==> src/rtl/stripe_router_pkg.sv <==
package stripe_router_pkg;

    typedef enum logic [2:0] {
        ST_IDLE  = 3'd0,
        ST_WAIT  = 3'd1,
        ST_MOVE  = 3'd2,
        ST_DRAIN = 3'd3,
        ST_DONE  = 3'd4
    } rt_state_t;

endpackage

==> src/rtl/stripe_gate.sv <==
module stripe_gate #(
    parameter int NCH   = 4,
    parameter int CNT_W = 16,
    parameter int BEATS = 32,
    parameter int CH_W  = $clog2(NCH)
) (
    input  logic                 dir_rd,
    input  logic [CH_W-1:0]      ch_idx,
    input  logic [CNT_W-1:0]     utx_rd_cnt,
    input  logic                 utx_empty,
    input  logic [CNT_W-1:0]     urx_wr_cnt,
    input  logic [NCH*CNT_W-1:0] ch_tx_space,
    input  logic [NCH*CNT_W-1:0] ch_rx_cnt,
    output logic                 go
);
    localparam logic [CNT_W-1:0] ONE_SECT  = CNT_W'(BEATS);
    localparam logic [CNT_W-1:0] TWO_SECT  = CNT_W'(2 * BEATS);
    localparam logic [CNT_W-1:0] URX_LIMIT = ~CNT_W'(2 * BEATS - 1);

    logic [NCH-1:0] tx_room;
    logic [NCH-1:0] rx_avail;
    logic           src_ok;
    logic           dst_ok;
    logic           wr_ok;
    logic           rd_ok;

    generate
        for (genvar c = 0; c < NCH; c++) begin : g_lane
            assign tx_room[c]  = ch_tx_space[c*CNT_W +: CNT_W] >= TWO_SECT;
            assign rx_avail[c] = ch_rx_cnt[c*CNT_W +: CNT_W] >= ONE_SECT;
        end
    endgenerate

    // Whole-sector source test; the empty flag is deliberately neutral.
    assign src_ok = (utx_rd_cnt >= ONE_SECT) & (utx_empty | ~utx_empty);
    assign dst_ok = urx_wr_cnt < URX_LIMIT;
    assign wr_ok  = src_ok & tx_room[ch_idx];
    assign rd_ok  = rx_avail[ch_idx] & dst_ok;
    assign go     = dir_rd ? rd_ok : wr_ok;

endmodule

==> src/rtl/stripe_lane_sel.sv <==
module stripe_lane_sel #(
    parameter int NCH    = 4,
    parameter int DATA_W = 128,
    parameter int CH_W   = $clog2(NCH)
) (
    input  logic [CH_W-1:0]       ch_idx,
    input  logic                  rd_pulse,
    input  logic                  wr_pulse,
    input  logic [NCH*DATA_W-1:0] ch_rx_rd_data,
    output logic [NCH-1:0]        ch_rx_rd_en,
    output logic [NCH-1:0]        ch_tx_wr_en,
    output logic [DATA_W-1:0]     rx_data
);
    logic [NCH-1:0] sel;

    generate
        for (genvar c = 0; c < NCH; c++) begin : g_sel
            assign sel[c]         = ch_idx == CH_W'(c);
            assign ch_rx_rd_en[c] = sel[c] & rd_pulse;
            assign ch_tx_wr_en[c] = sel[c] & wr_pulse;
        end
    endgenerate

    assign rx_data = ch_rx_rd_data[ch_idx*DATA_W +: DATA_W];

endmodule

==> src/rtl/stripe_router.sv <==
module stripe_router
    import stripe_router_pkg::*;
#(
    parameter int DATA_W = 128,
    parameter int NCH    = 4,
    parameter int CNT_W  = 16,
    parameter int BEATS  = 32,
    parameter int SECT_W = 48
) (
    input  logic                  clk,
    input  logic                  rst_n,
    input  logic                  start,
    input  logic                  dir_rd,
    input  logic [SECT_W-1:0]     sector_count,
    output logic                  busy,
    output logic                  done,
    input  logic [CNT_W-1:0]      utx_rd_cnt,
    input  logic                  utx_empty,
    output logic                  utx_rd_en,
    input  logic [DATA_W-1:0]     utx_rd_data,
    input  logic [CNT_W-1:0]      urx_wr_cnt,
    output logic                  urx_wr_en,
    output logic [DATA_W-1:0]     urx_wr_data,
    input  logic [NCH*CNT_W-1:0]  ch_tx_space,
    output logic [NCH-1:0]        ch_tx_wr_en,
    output logic [DATA_W-1:0]     ch_tx_wr_data,
    input  logic [NCH*CNT_W-1:0]  ch_rx_cnt,
    output logic [NCH-1:0]        ch_rx_rd_en,
    input  logic [NCH*DATA_W-1:0] ch_rx_rd_data
);
    localparam int CH_W   = $clog2(NCH);
    localparam int BEAT_W = $clog2(BEATS);
    localparam logic [BEAT_W-1:0] LAST_BEAT = BEAT_W'(BEATS - 1);
    localparam logic [SECT_W-1:0] ONE_LEFT  = SECT_W'(1);

    rt_state_t         state;
    rt_state_t         state_nx;
    logic [CH_W-1:0]   ch_idx;
    logic [BEAT_W-1:0] beat;
    logic [SECT_W-1:0] remaining;
    logic              dir_q;
    logic              wr_q;
    logic              go;
    logic              move;
    logic [DATA_W-1:0] rx_data;

    // Sector admission gate
    stripe_gate #(
        .NCH   (NCH),
        .CNT_W (CNT_W),
        .BEATS (BEATS),
        .CH_W  (CH_W)
    ) u_gate (
        .dir_rd      (dir_q),
        .ch_idx      (ch_idx),
        .utx_rd_cnt  (utx_rd_cnt),
        .utx_empty   (utx_empty),
        .urx_wr_cnt  (urx_wr_cnt),
        .ch_tx_space (ch_tx_space),
        .ch_rx_cnt   (ch_rx_cnt),
        .go          (go)
    );

    // Channel demultiplexer / multiplexer
    stripe_lane_sel #(
        .NCH    (NCH),
        .DATA_W (DATA_W),
        .CH_W   (CH_W)
    ) u_sel (
        .ch_idx        (ch_idx),
        .rd_pulse      (move & dir_q),
        .wr_pulse      (wr_q & ~dir_q),
        .ch_rx_rd_data (ch_rx_rd_data),
        .ch_rx_rd_en   (ch_rx_rd_en),
        .ch_tx_wr_en   (ch_tx_wr_en),
        .rx_data       (rx_data)
    );

    // Next-state decode
    always_comb begin
        state_nx = state;
        unique case (state)
            ST_IDLE:  if (start) state_nx = (sector_count == '0) ? ST_DONE : ST_WAIT;
            ST_WAIT:  if (go) state_nx = ST_MOVE;
            ST_MOVE:  if (beat == LAST_BEAT) state_nx = ST_DRAIN;
            ST_DRAIN: state_nx = (remaining == ONE_LEFT) ? ST_DONE : ST_WAIT;
            ST_DONE:  state_nx = ST_IDLE;
            default:  state_nx = ST_IDLE;
        endcase
    end

    // State register and datapath bookkeeping
    always_ff @(posedge clk) begin
        if (!rst_n) begin
            state     <= ST_IDLE;
            ch_idx    <= '0;
            beat      <= '0;
            remaining <= '0;
            dir_q     <= 1'b0;
            wr_q      <= 1'b0;
        end else begin
            state <= state_nx;
            wr_q  <= move;
            unique case (state)
                ST_IDLE: begin
                    if (start) begin
                        dir_q     <= dir_rd;
                        remaining <= sector_count;
                        ch_idx    <= '0;
                        beat      <= '0;
                    end
                end
                ST_MOVE: begin
                    beat <= (beat == LAST_BEAT) ? '0 : beat + 1'b1;
                end
                ST_DRAIN: begin
                    ch_idx    <= ch_idx + 1'b1;
                    remaining <= remaining - 1'b1;
                end
                default: ;
            endcase
        end
    end

    // Outputs
    always_comb begin
        move          = state == ST_MOVE;
        busy          = state != ST_IDLE;
        done          = state == ST_DONE;
        utx_rd_en     = move & ~dir_q;
        urx_wr_en     = wr_q & dir_q;
        urx_wr_data   = rx_data;
        ch_tx_wr_data = utx_rd_data;
    end

endmodule

==> config.mk <==
export PLATFORM = sky130hd
export DESIGN_NAME = stripe_router
export DESIGN_NICKNAME = d
export VERILOG_FILES = /design/src/rtl/stripe_router_pkg.sv /design/src/rtl/stripe_gate.sv /design/src/rtl/stripe_lane_sel.sv /design/src/rtl/stripe_router.sv
export SDC_FILE = /design/constraint.sdc
export NUM_CORES = 1
export LEC_CHECK = 0
export BUFFER_PORTS_ARGS = -buffer_cell sky130_fd_sc_hd__buf_2
export CAP_MARGIN = 20
export CORE_AREA = 2 2 435 437
export CTS_CLUSTER_SIZE = 20
export DETAILED_ROUTE_END_ITERATION = 12
export DIE_AREA = 0 0 437 439
export PLACE_DENSITY = 0.3
export SLEW_MARGIN = 20
export SYNTH_ARGS = -nofsm -noshare
export SYNTH_HDL_FRONTEND = slang
export SYNTH_SLANG_ARGS = --single-unit
export TNS_END_PERCENT = 30
==> constraint.sdc <==
create_clock -name clk -period 6.3 [get_ports clk]
set_input_delay 1.575 -clock clk [delete_from_list [all_inputs] [get_ports clk]]
set_output_delay 1.575 -clock clk [all_outputs]
set_load 0.005 [all_outputs]
==> results of run 1 <==
[worst max-delay path, delay by kind of cell (launching register included)]
| kind | cells | cell delay, ns |
|---|---|---|
| buf+inv | 2 | 0.85 |
| flops | 1 | 0.87 |
| mux | 1 | 0.49 |
[placed cells by master (no fill, tap or decap), types with 8 or more instances in the layout]
| cell type | Yosys | routed |
|---|---|---|
| mux4_2 | 128 | 128 |
| a31oi_1 | 15 | 15 |
| and2_1 | 8 | 8 |
| nor4_1 | 43 | 43 |
| clkbuf_16 | 0 | 9 |
| diode_2 | 0 | 12 |
| o211ai_1 | 10 | 10 |
| nand2_1 | 38 | 38 |
| nor2_1 | 38 | 38 |
| nand3_1 | 27 | 27 |
| dfxtp_1 | 60 | 58 |
| buf_2 | 0 | 808 |
| ha_1 | 8 | 8 |
| a21oi_1 | 64 | 64 |
| nand4_1 | 14 | 14 |
| or4_1 | 8 | 8 |
| or3_1 | 16 | 16 |
| buf_4 | 128 | 11 |
| o21ai_0 | 13 | 12 |
| nor3_1 | 20 | 20 |
| o311ai_0 | 12 | 12 |
[routing by layer]
layer / global-route usage [%] / up-vias / wire length, um
li1: - / 4322 / -
met3: 7.04 / 170 / 15600
met1: 9.09 / 5082 / 31700
met5: 1.66 / - / 629
met2: 19.8 / 758 / 56200
met4: 2.44 / 32 / 3300
[layout make-up]
cell class / count / share of cell area (%)
multi-input cells: 528 / 37.3
repair buffers: 822 / 29.4
well taps: 2495 / 22.0
flip-flops and latches: 60 / 8.50
clock buffers: 12 / 1.80
clock inverters: 4 / 0.669
diodes: 12 / 0.211
inverters: 7 / 0.185
[cell usage after synthesis (all sizes together) (2+ instances only)]
library cell,n
dfxtp,60
nor3,21
nor4b,6
clkbuf,35
o21ai,13
nor2b,4
inv,7
nand3b,2
o31ai,2
nor2,38
nand2,38
or3,16
buf,153
mux4,128
nand3,27
nor4,45
or4,13
a21oi,64
and2,8
a2111oi,2
a2bb2oi,3
and3,7
o21a,3
nor3b,3
or2,4
a31oi,15
o311ai,12
nand4,15
o211ai,10
a211oi,2
or3b,4
ha,8
[through the flow]
stage                     instance area [um^2]  power (mW)
final                                    14200        1.83
after global routing                     14200        1.93
after CTS                                14200        1.89
after detailed placement                 13800        1.27
after global placement                   13800        1.27
after floorplan                           7710       0.795
[power by group]
group	leakage [nW]	internal, mW	switching [mW]
Sequential	0.494	0.409	0.0416
Clock	0.173	0.408	0.198
Combinational	4.61	0.345	0.433
Total	5.27	1.16	0.673
[state kept, by name, indices dropped and copies added (netlist names)]
register / flops
remaining: 48
beat: 5
state: 3
ch_idx: 2
dir_q: 1
wr_q: 1
[cell families (layout without fill, tap and decap cells)]
logic type / after synthesis / count (layout) / share of synthesized area [%]
other: 0 / 12 / 0
AO/OA/AOI/OAI: 136 / 136 / 10.9
adder cells (fa/ha/maj): 8 / 8 / 1.30
AND/OR/NAND/NOR: 254 / 254 / 18.9
XOR/XNOR: 1 / 1 / 0.114
buffers and inverters: 195 / 845 / 15.7
multiplexers: 129 / 129 / 37.5
flip-flops: 60 / 60 / 15.6
[worst max-delay path by stage]
| stage | start | endpoint | slack (ns) |
|---|---|---|---|
| global route | ch_idx[1] | urx_wr_data[58] | 1.94 |
| finish | ch_idx[1] | urx_wr_data[43] | 2.09 |
| floorplan | ch_rx_rd_data[384] | urx_wr_data[0] | 2.70 |
| global placement | ch_tx_space[27] | state[1] | 1.99 |
| detailed placement | ch_tx_space[27] | state[1] | 1.85 |
| CTS | ch_idx[0] | urx_wr_data[20] | 1.96 |
==> flow_summary.yaml, run 1 <==
run_status:
  outcome: "finished clean"
clock_network:
  cts_tree: "yes"
  htreeDepth: 3
  clk_latency_ns: 0.35
  cts.sinks: 60
  cts_root_buf: "clkbuf_16"
  cts_hold_buffers: 0
  cts.repair.resized: 0
  clkTransAtPathRegs_ns: 0.06
  clockBufferDepth: 2
  post-cts-setup-buffers: 0
  numCtsBuffers: 9
setup_path:
  cpMaxStageDelayCell: "dfxtp_4"
  crit_path_end_kind: "primary output"
  path_class: "reg -> out"
  crit_arrival_ns: 2.64
  timing.rr.end: "state[1]"
  reg2reg_depth: 7
  critPathMaxFanout: 51
  r2r_start: "ch_idx[0]"
  critPathLaunchType: "flip-flop"
  path_cells: "buf_4 -> mux4_2 -> buf_2"
  critPathRequiredTime_ns: 4.72
  critical-path-max-stage-delay_ns: 0.87
  reg2reg_setup_slack_ns: 2.67
grt:
  overflow: 0
  grtUsageTotal_pct: 10.6
  antenna_found_initial: 78
  grt_pass1_wl_mm: 128
  grt_max_degree: 52
  grt_pass1_vias: 10200
logic_synthesis:
  yosys.area.top_type: "mux4_2"
  synth_top_area_share_pct: 37.4
  async_reset_ff_share_pct: 0
  synth_seq_cells: 60
  synth_nets: 1644
  synth.distinct_cells: 56
  synth-warning-count: 0
  ys_seq_area_share_pct: 15.6
  ys_top_cells_by_area: "mux4_2 37%, dfxtp_1 16%, buf_4 12%"
  synth_ff_type: "dfxtp_1"
  syn_area_um2: 7710
  synth-edff-count: 0
  syn_inst: 783
  postSynthAreaPerCell_um2: 9.85
cells_and_area:
  area.growth.synth_to_final_pct: 84.3
  final_core_utilization_pct: 7.60
  drive_above_1_share_pct: 68.7
  nets: 2289
  multiInputGateArea_um2: 5300
  seq_area_um2: 1210
  fill_cells: 22100
  fin_cells: 3940
die:
  io_pins: 1121
  dieWidth_um: 437
  num_rows: 159
  die_height_um: 439
  core_um2: 187000
  die_area_um2: 192000
  initial_core_util_pct: 4.12
drt:
  ant_nets: 0
  post_drt_wl_per_cell_um: 27.3
  drc_errors: 0
  num_vias: 10400
  routed_wl_mm: 107
  vias_per_cell: 2.63
  drt_iter0_markers: 809
  dr.pass1.iters: 5
pwr:
  ir_drop_mv: 0.0935
  p_leak_nw: 5.27
  powerDensity_nw_per_um2: 129
hold_path:
  hold_start: "remaining[33]"
  holdPathStages: 2
  min_path_type: "reg -> reg"
  whs_endpoint: "remaining[33]"
placed_design:
  dp_slack_ns: 1.85
  place_congestion: 0.861
  place_hpwl_mm: 98.8
  port_buffers: 808
  dp_cells: 3912
timing:
  tightest_slew_ns: 0.962
  holdWs_ns: 0.471
  finalSetupTns_ns: 0
  setup_slack_ns: 2.09
  hold_violations: 0
  period_needed_ns: 4.21
  min_period_over_period_pct: 66.8
  fmax_mhz: 237
  drv_slew: 0
  rsz0062_at_grt: "no"
  skew_ns: 0.0128
  relSlewSlack_pct: 35.3
  setup_violations: 0
run:
  drv_cap: 0
Note: power is estimated with default switching activity, not from simulation.
==> run 2, diff against run 1 <==
ABC_AREA = 1   (was default)
clock period = 3.9 ns   (was 6.3 ns; I/O delays follow)
==> flow_summary.yaml, run 2 <==
clock_network:
  clkTransAtPathRegs_ns: 0.06
  cts_hold_buffers: 0
  post-cts-setup-buffers: 0
  cts_root_buf: "clkbuf_16"
  cts_tree: "yes"
  cts.sinks: 60
  numCtsBuffers: 9
  htreeDepth: 3
  cts.repair.resized: 0
  clk_latency_ns: 0.36
  clockBufferDepth: 2
timing:
  min_period_over_period_pct: 90.4
  relSlewSlack_pct: 52.7
  period_needed_ns: 3.53
  holdWs_ns: 0.468
  setup_violations: 0
  skew_ns: 0.0102
  rsz0062_at_grt: "no"
  drv_slew: 0
  hold_violations: 0
  finalSetupTns_ns: 0
  fmax_mhz: 284
  tightest_slew_ns: 0.710
setup_path:
  cp-startpoint: "ch_idx[0]"
  path_class: "reg -> out"
  reg2reg_depth: 11
  crit_arrival_ns: 2.55
  critPathLaunchType: "flip-flop"
  crit_path_end_kind: "primary output"
  critPathMaxFanout: 66
  timing.rr.end: "state[0]"
  r2r_start: "ch_idx[0]"
  reg2reg_setup_slack_ns: 1.72
  critPathRequiredTime_ns: 2.92
die:
  dieWidth_um: 437
  core_um2: 187000
  die_area_um2: 192000
  die_height_um: 439
  initial_core_util_pct: 4.92
  io_pins: 1121
  num_rows: 159
grt:
  grt_pass1_wl_mm: 121
  antenna_found_initial: 21
  grt_max_degree: 141
  grt.busiest_layer: "met2"
  grt_use_met3_pct: 4.21
  grt_pass1_vias: 14100
  grt_util_met2_pct: 15.6
  grtUsageTotal_pct: 9.22
  gr-usage-met1_pct: 10.5
  overflow: 0
hold_path:
  holdPathStages: 2
  min_path_type: "reg -> reg"
  hold_start: "beat[3]"
  whs_endpoint: "beat[3]"
drt:
  drt_iter0_markers: 1040
  post_drt_wl_per_cell_um: 19.4
  num_vias: 14100
  vias_per_cell: 2.92
  ant_nets: 0
  dr.pass1.iters: 5
  drc_errors: 0
  routed_wl_mm: 93.8
cells_and_area:
  fin_cells: 4827
  area.growth.synth_to_final_pct: 69.7
  nets: 3182
  layout_common_cells: "808 x buf_2, 424 x nor2_1, 287 x o21ai_0, 256 x nand2_1, 136 x o22ai_1"
  fill_cells: 22500
  top_register: "remaining"
  largest_reg_flops: 48
  reg_top3: "remaining: 48 flops, beat: 5 flops, state: 3 flops"
  drive_above_1_share_pct: 38.4
  final_common_cell: "buf_2"
logic_synthesis:
  ys_top_cells_by_area: "nor2_1 17%, o21ai_0 16%, dfxtp_1 13%"
  ys_top_cells_by_count: "424 x nor2_1, 287 x o21ai_0, 256 x nand2_1"
  yosys.area.top_type: "nor2_1"
  syn_inst: 1707
  synth_top_area_share_pct: 17.3
  syn_area_um2: 9200
  synth.distinct_cells: 42
  synth_ff_type: "dfxtp_1"
  async_reset_ff_share_pct: 0
  postSynthAreaPerCell_um2: 5.39
  synth.most_common_cell: "nor2_1"
  synth_seq_cells: 60
  ys_seq_area_share_pct: 13.1
  synth-edff-count: 0
  synth_nets: 2568
  synth-warning-count: 0
pwr:
  ir_drop_mv: 0.249
  powerDensity_nw_per_um2: 363
  finalPower_mw: 5.66
  p_leak_nw: 6.84
placed_design:
  place_hpwl_mm: 82.0
  dp_cells: 4805
  port_buffers: 808
  place_congestion: 0.925
run:
  drv_cap: 0
run_status:
  outcome: "finished clean"
==> run 2: cell count changes in the layout (fill, tap and decap cells not counted), sizes merged, moves of 17 or more <==
| cell | previous run | this run |
|---|---|---|
| nor2 | 38 | 439 |
| o21ai | 13 | 294 |
| nand2 | 38 | 264 |
| o22ai | 1 | 136 |
| mux4 | 128 | 0 |
| inv | 7 | 99 |
| nor4 | 45 | 1 |
| a21oi | 64 | 47 |
==> run 2: worst max path at each step <==
stage / end / slack, ns / cells past startpoint
2_1_floorplan: ch_rx_rd_en[0] / 1.54 / 6
3_3_place_gp: urx_wr_data[39] / 0.72 / 7
3_5_place_dp: urx_wr_data[39] / 0.74 / 7
4_1_cts: urx_wr_data[39] / 0.32 / 7
5_1_grt: urx_wr_data[39] / 0.28 / 7
6_report: urx_wr_data[9] / 0.37 / 5
==> run 2: cell type report <==
type / count / area, um^2 / area share, %
multi-input cells: 1314 / 6240 / 40.0
repair buffers: 838 / 4370 / 28.0
well taps: 2495 / 3120 / 20.0
flip-flops and latches: 60 / 1210 / 7.74
inverters: 98 / 378 / 2.42
clock buffers: 12 / 256 / 1.64
clock inverters: 3 / 21.3 / 0.136
diodes: 7 / 17.5 / 0.112
==> run 2: routing by layer <==
metal | share of wire, % | wire (um) | vias to the layer above
met5 | 0.057 | 53 | -
met2 | 48 | 44700 | 607
met1 | 38 | 36000 | 6542
li1 | - | - | 6803
met4 | 2.2 | 2040 | 8
met3 | 12 | 11000 | 133
==> run 2: kinds of logic after synthesis <==
group / count (synthesis) / synth area share, %
flops: 60 / 13.1
simple gates: 796 / 35.9
xor+xnor: 17 / 1.62
buf+inv: 333 / 19.1
fa+ha+maj: 8 / 1.09
compound gates: 493 / 29.2
==> run 2: per-stage QoR <==
stage | utilization [%] | setup WS, ns | area [um^2]
after floorplan | - | 1.54 | 9200
after global placement | 8.19 | 0.722 | 15300
after detailed placement | 8.19 | 0.737 | 15300
after CTS | 8.34 | 0.316 | 15600
after global routing | 8.34 | 0.282 | 15600
final | 8.35 | 0.374 | 15600
==> run 2: worst max-delay path: stages, from the launching register on <==
cell and delay (ns):
dfxtp_4 0.45, inv_8 0.41, buf_12 0.34, o21ai_0 0.12
o22ai_1 0.52, buf_2 0.23
==> run 2: power breakdown <==
group / total [mW] / internal [mW] / switching, mW / leakage (nW)
clock network: 0.790 / 0.462 / 0.328 / 0.131
registers: 0.978 / 0.766 / 0.212 / 0.494
logic: 3.89 / 1.26 / 2.63 / 6.22
==> run 3, diff against run 2 <==
CORE_AREA = 2 2 440 442   (was 2 2 435 437)
DIE_AREA = 0 0 442 444   (was 0 0 437 439)
==> flow_summary.yaml, run 3 (same netlist as run 2, synthesis figures left out) <==
cells_and_area:
  largest_reg_flops: 48
  area.growth.synth_to_final_pct: 72.7
  fill_cells: 22900
  final_common_cell: "buf_2"
  nets: 3201
  layout_common_cells: "807 x buf_2, 424 x nor2_1, 287 x o21ai_0, 256 x nand2_1, 136 x o22ai_1"
  drive_above_1_share_pct: 39.0
  reg_top3: "remaining: 48 flops, beat: 5 flops, state: 3 flops"
  top_register: "remaining"
drt:
  drc_errors: 0
  vias_per_cell: 2.91
  num_vias: 14200
  post_drt_wl_per_cell_um: 21.2
  ant_nets: 0
  routed_wl_mm: 104
  drt_iter0_markers: 910
  dr.pass1.iters: 5
clock_network:
  clockBufferDepth: 2
  clkTransAtPathRegs_ns: 0.06
  numCtsBuffers: 9
  cts_root_buf: "clkbuf_16"
  cts.repair.resized: 0
  cts.sinks: 60
  htreeDepth: 3
  clk_latency_ns: 0.35
  cts_hold_buffers: 0
  cts_tree: "yes"
  post-cts-setup-buffers: 0
setup_path:
  crit_arrival_ns: 2.61
  r2r_start: "ch_idx[0]"
  path_class: "reg -> out"
  reg2reg_depth: 12
  timing.rr.end: "state[0]"
  crit_path_end_kind: "primary output"
  reg2reg_setup_slack_ns: 1.67
  critPathRequiredTime_ns: 2.92
  critPathLaunchType: "flip-flop"
  critPathMaxFanout: 40
grt:
  grt_util_met2_pct: 17.1
  grt.busiest_layer: "met2"
  antenna_found_initial: 31
  gr-usage-met1_pct: 10.8
  overflow: 0
  grt_pass1_vias: 14200
  grt_pass1_wl_mm: 133
  grtUsageTotal_pct: 10.0
  grt_max_degree: 91
  grt_use_met3_pct: 5.52
timing:
  setup_violations: 0
  tightest_slew_ns: 0.763
  rsz0062_at_grt: "no"
  setup_slack_ns: 0.316
  hold_violations: 0
  finalSetupTns_ns: 0
  drv_slew: 0
  relSlewSlack_pct: 49.1
  fmax_mhz: 279
  period_needed_ns: 3.58
  min_period_over_period_pct: 91.9
  skew_ns: 0.0113
pwr:
  clockPowerShare_pct: 15.5
  p_seq_share_pct: 16.7
  finalPower_mw: 5.88
  internal_power_mw: 2.67
  p_leak_nw: 6.98
  p_comb_share_pct: 67.8
  p_sw_mw: 3.21
  ir_drop_mv: 0.247
  sw_frac_of_total_pct: 54.6
  powerDensity_nw_per_um2: 370
die:
  initial_core_util_pct: 4.80
  num_rows: 161
  die_area_um2: 196000
  io_pins: 1121
  core_um2: 192000
  dieWidth_um: 442
  die_height_um: 444
placed_design:
  port_buffers: 808
  dp_slack_ns: 0.626
  place_hpwl_mm: 91.9
  place_congestion: 0.925
hold_path:
  hold_start: "beat[3]"
  holdPathStages: 2
  min_path_type: "reg -> reg"
  whs_endpoint: "beat[3]"
run_status:
  outcome: "finished clean"
run:
  drv_cap: 0
[run 3: changes by cell type in the layout (fill, tap and decap cells not counted), sizes merged]
cell	previous run	this run
buf	838	857
clkbuf	12	13
clkinv	0	2
inv	99	98
bufinv	0	1
clkinvlp	2	0
[run 3: through the flow]
| stage | cells | utilization (%) | hold slack [ns] | cell area (um^2) |
|---|---|---|---|---|
| after floorplan | 1707 | - | 0.439 | 9200 |
| after global placement | 4855 | 8.11 | 0.452 | 15500 |
| after detailed placement | 4855 | 8.11 | 0.457 | 15500 |
| after CTS | 4871 | 8.28 | 0.466 | 15900 |
| after global routing | 4873 | 8.29 | 0.503 | 15900 |
| final | 4878 | 8.29 | 0.463 | 15900 |
[run 3: worst max-delay path, stage by stage (launching register included)]
cell,delay (ns)
dfxtp_4,0.45
inv_4,0.45
buf_12,0.28
o21ai_0,0.13
o22ai_1,0.53
buf_4,0.23
buf_2,0.11
[run 3: per-layer routing]
metal / share of wire, % / vias up
met5: 0.076 / -
met4: 2.2 / 12
met3: 13 / 162
met2: 48 / 564
met1: 37 / 6614
li1: - / 6837
[run 3: final cells by class]
cell class	count	area (um^2)	share of cell area, %
clock inverters	3	40.0	0.252
clock buffers	13	292	1.83
repair buffers	857	4550	28.7
well taps	2526	3160	19.9
flip-flops and latches	60	1210	7.61
multi-input cells	1314	6240	39.3
diodes	7	17.5	0.110
inverters	98	378	2.38
[run 3: worst max-delay path by stage]
| stage | slack [ns] | depth (start not counted) | end | startpoint |
|---|---|---|---|---|
| 5_1_grt | 0.19 | 7 | urx_wr_data[59] | ch_idx[1] |
| 2_1_floorplan | 1.54 | 6 | ch_rx_rd_en[0] | ch_idx[0] |
| 3_5_place_dp | 0.63 | 6 | urx_wr_data[109] | ch_idx[1] |
| 4_1_cts | 0.24 | 6 | urx_wr_data[109] | ch_idx[1] |
| 6_report | 0.32 | 6 | urx_wr_data[115] | ch_idx[1] |
| 3_3_place_gp | 0.63 | 7 | urx_wr_data[59] | ch_idx[1] |
[run 3: power by group through the flow]
stage | registers (mW) | clock network, mW | logic, mW
after floorplan | 0.907 | 0 | 2.21
after global placement | 1.00 | 0 | 4.12
after detailed placement | 1.00 | 0 | 4.10
after CTS | 0.988 | 0.943 | 4.12
after global routing | 1.01 | 0.963 | 4.48
final | 0.982 | 0.910 | 3.99
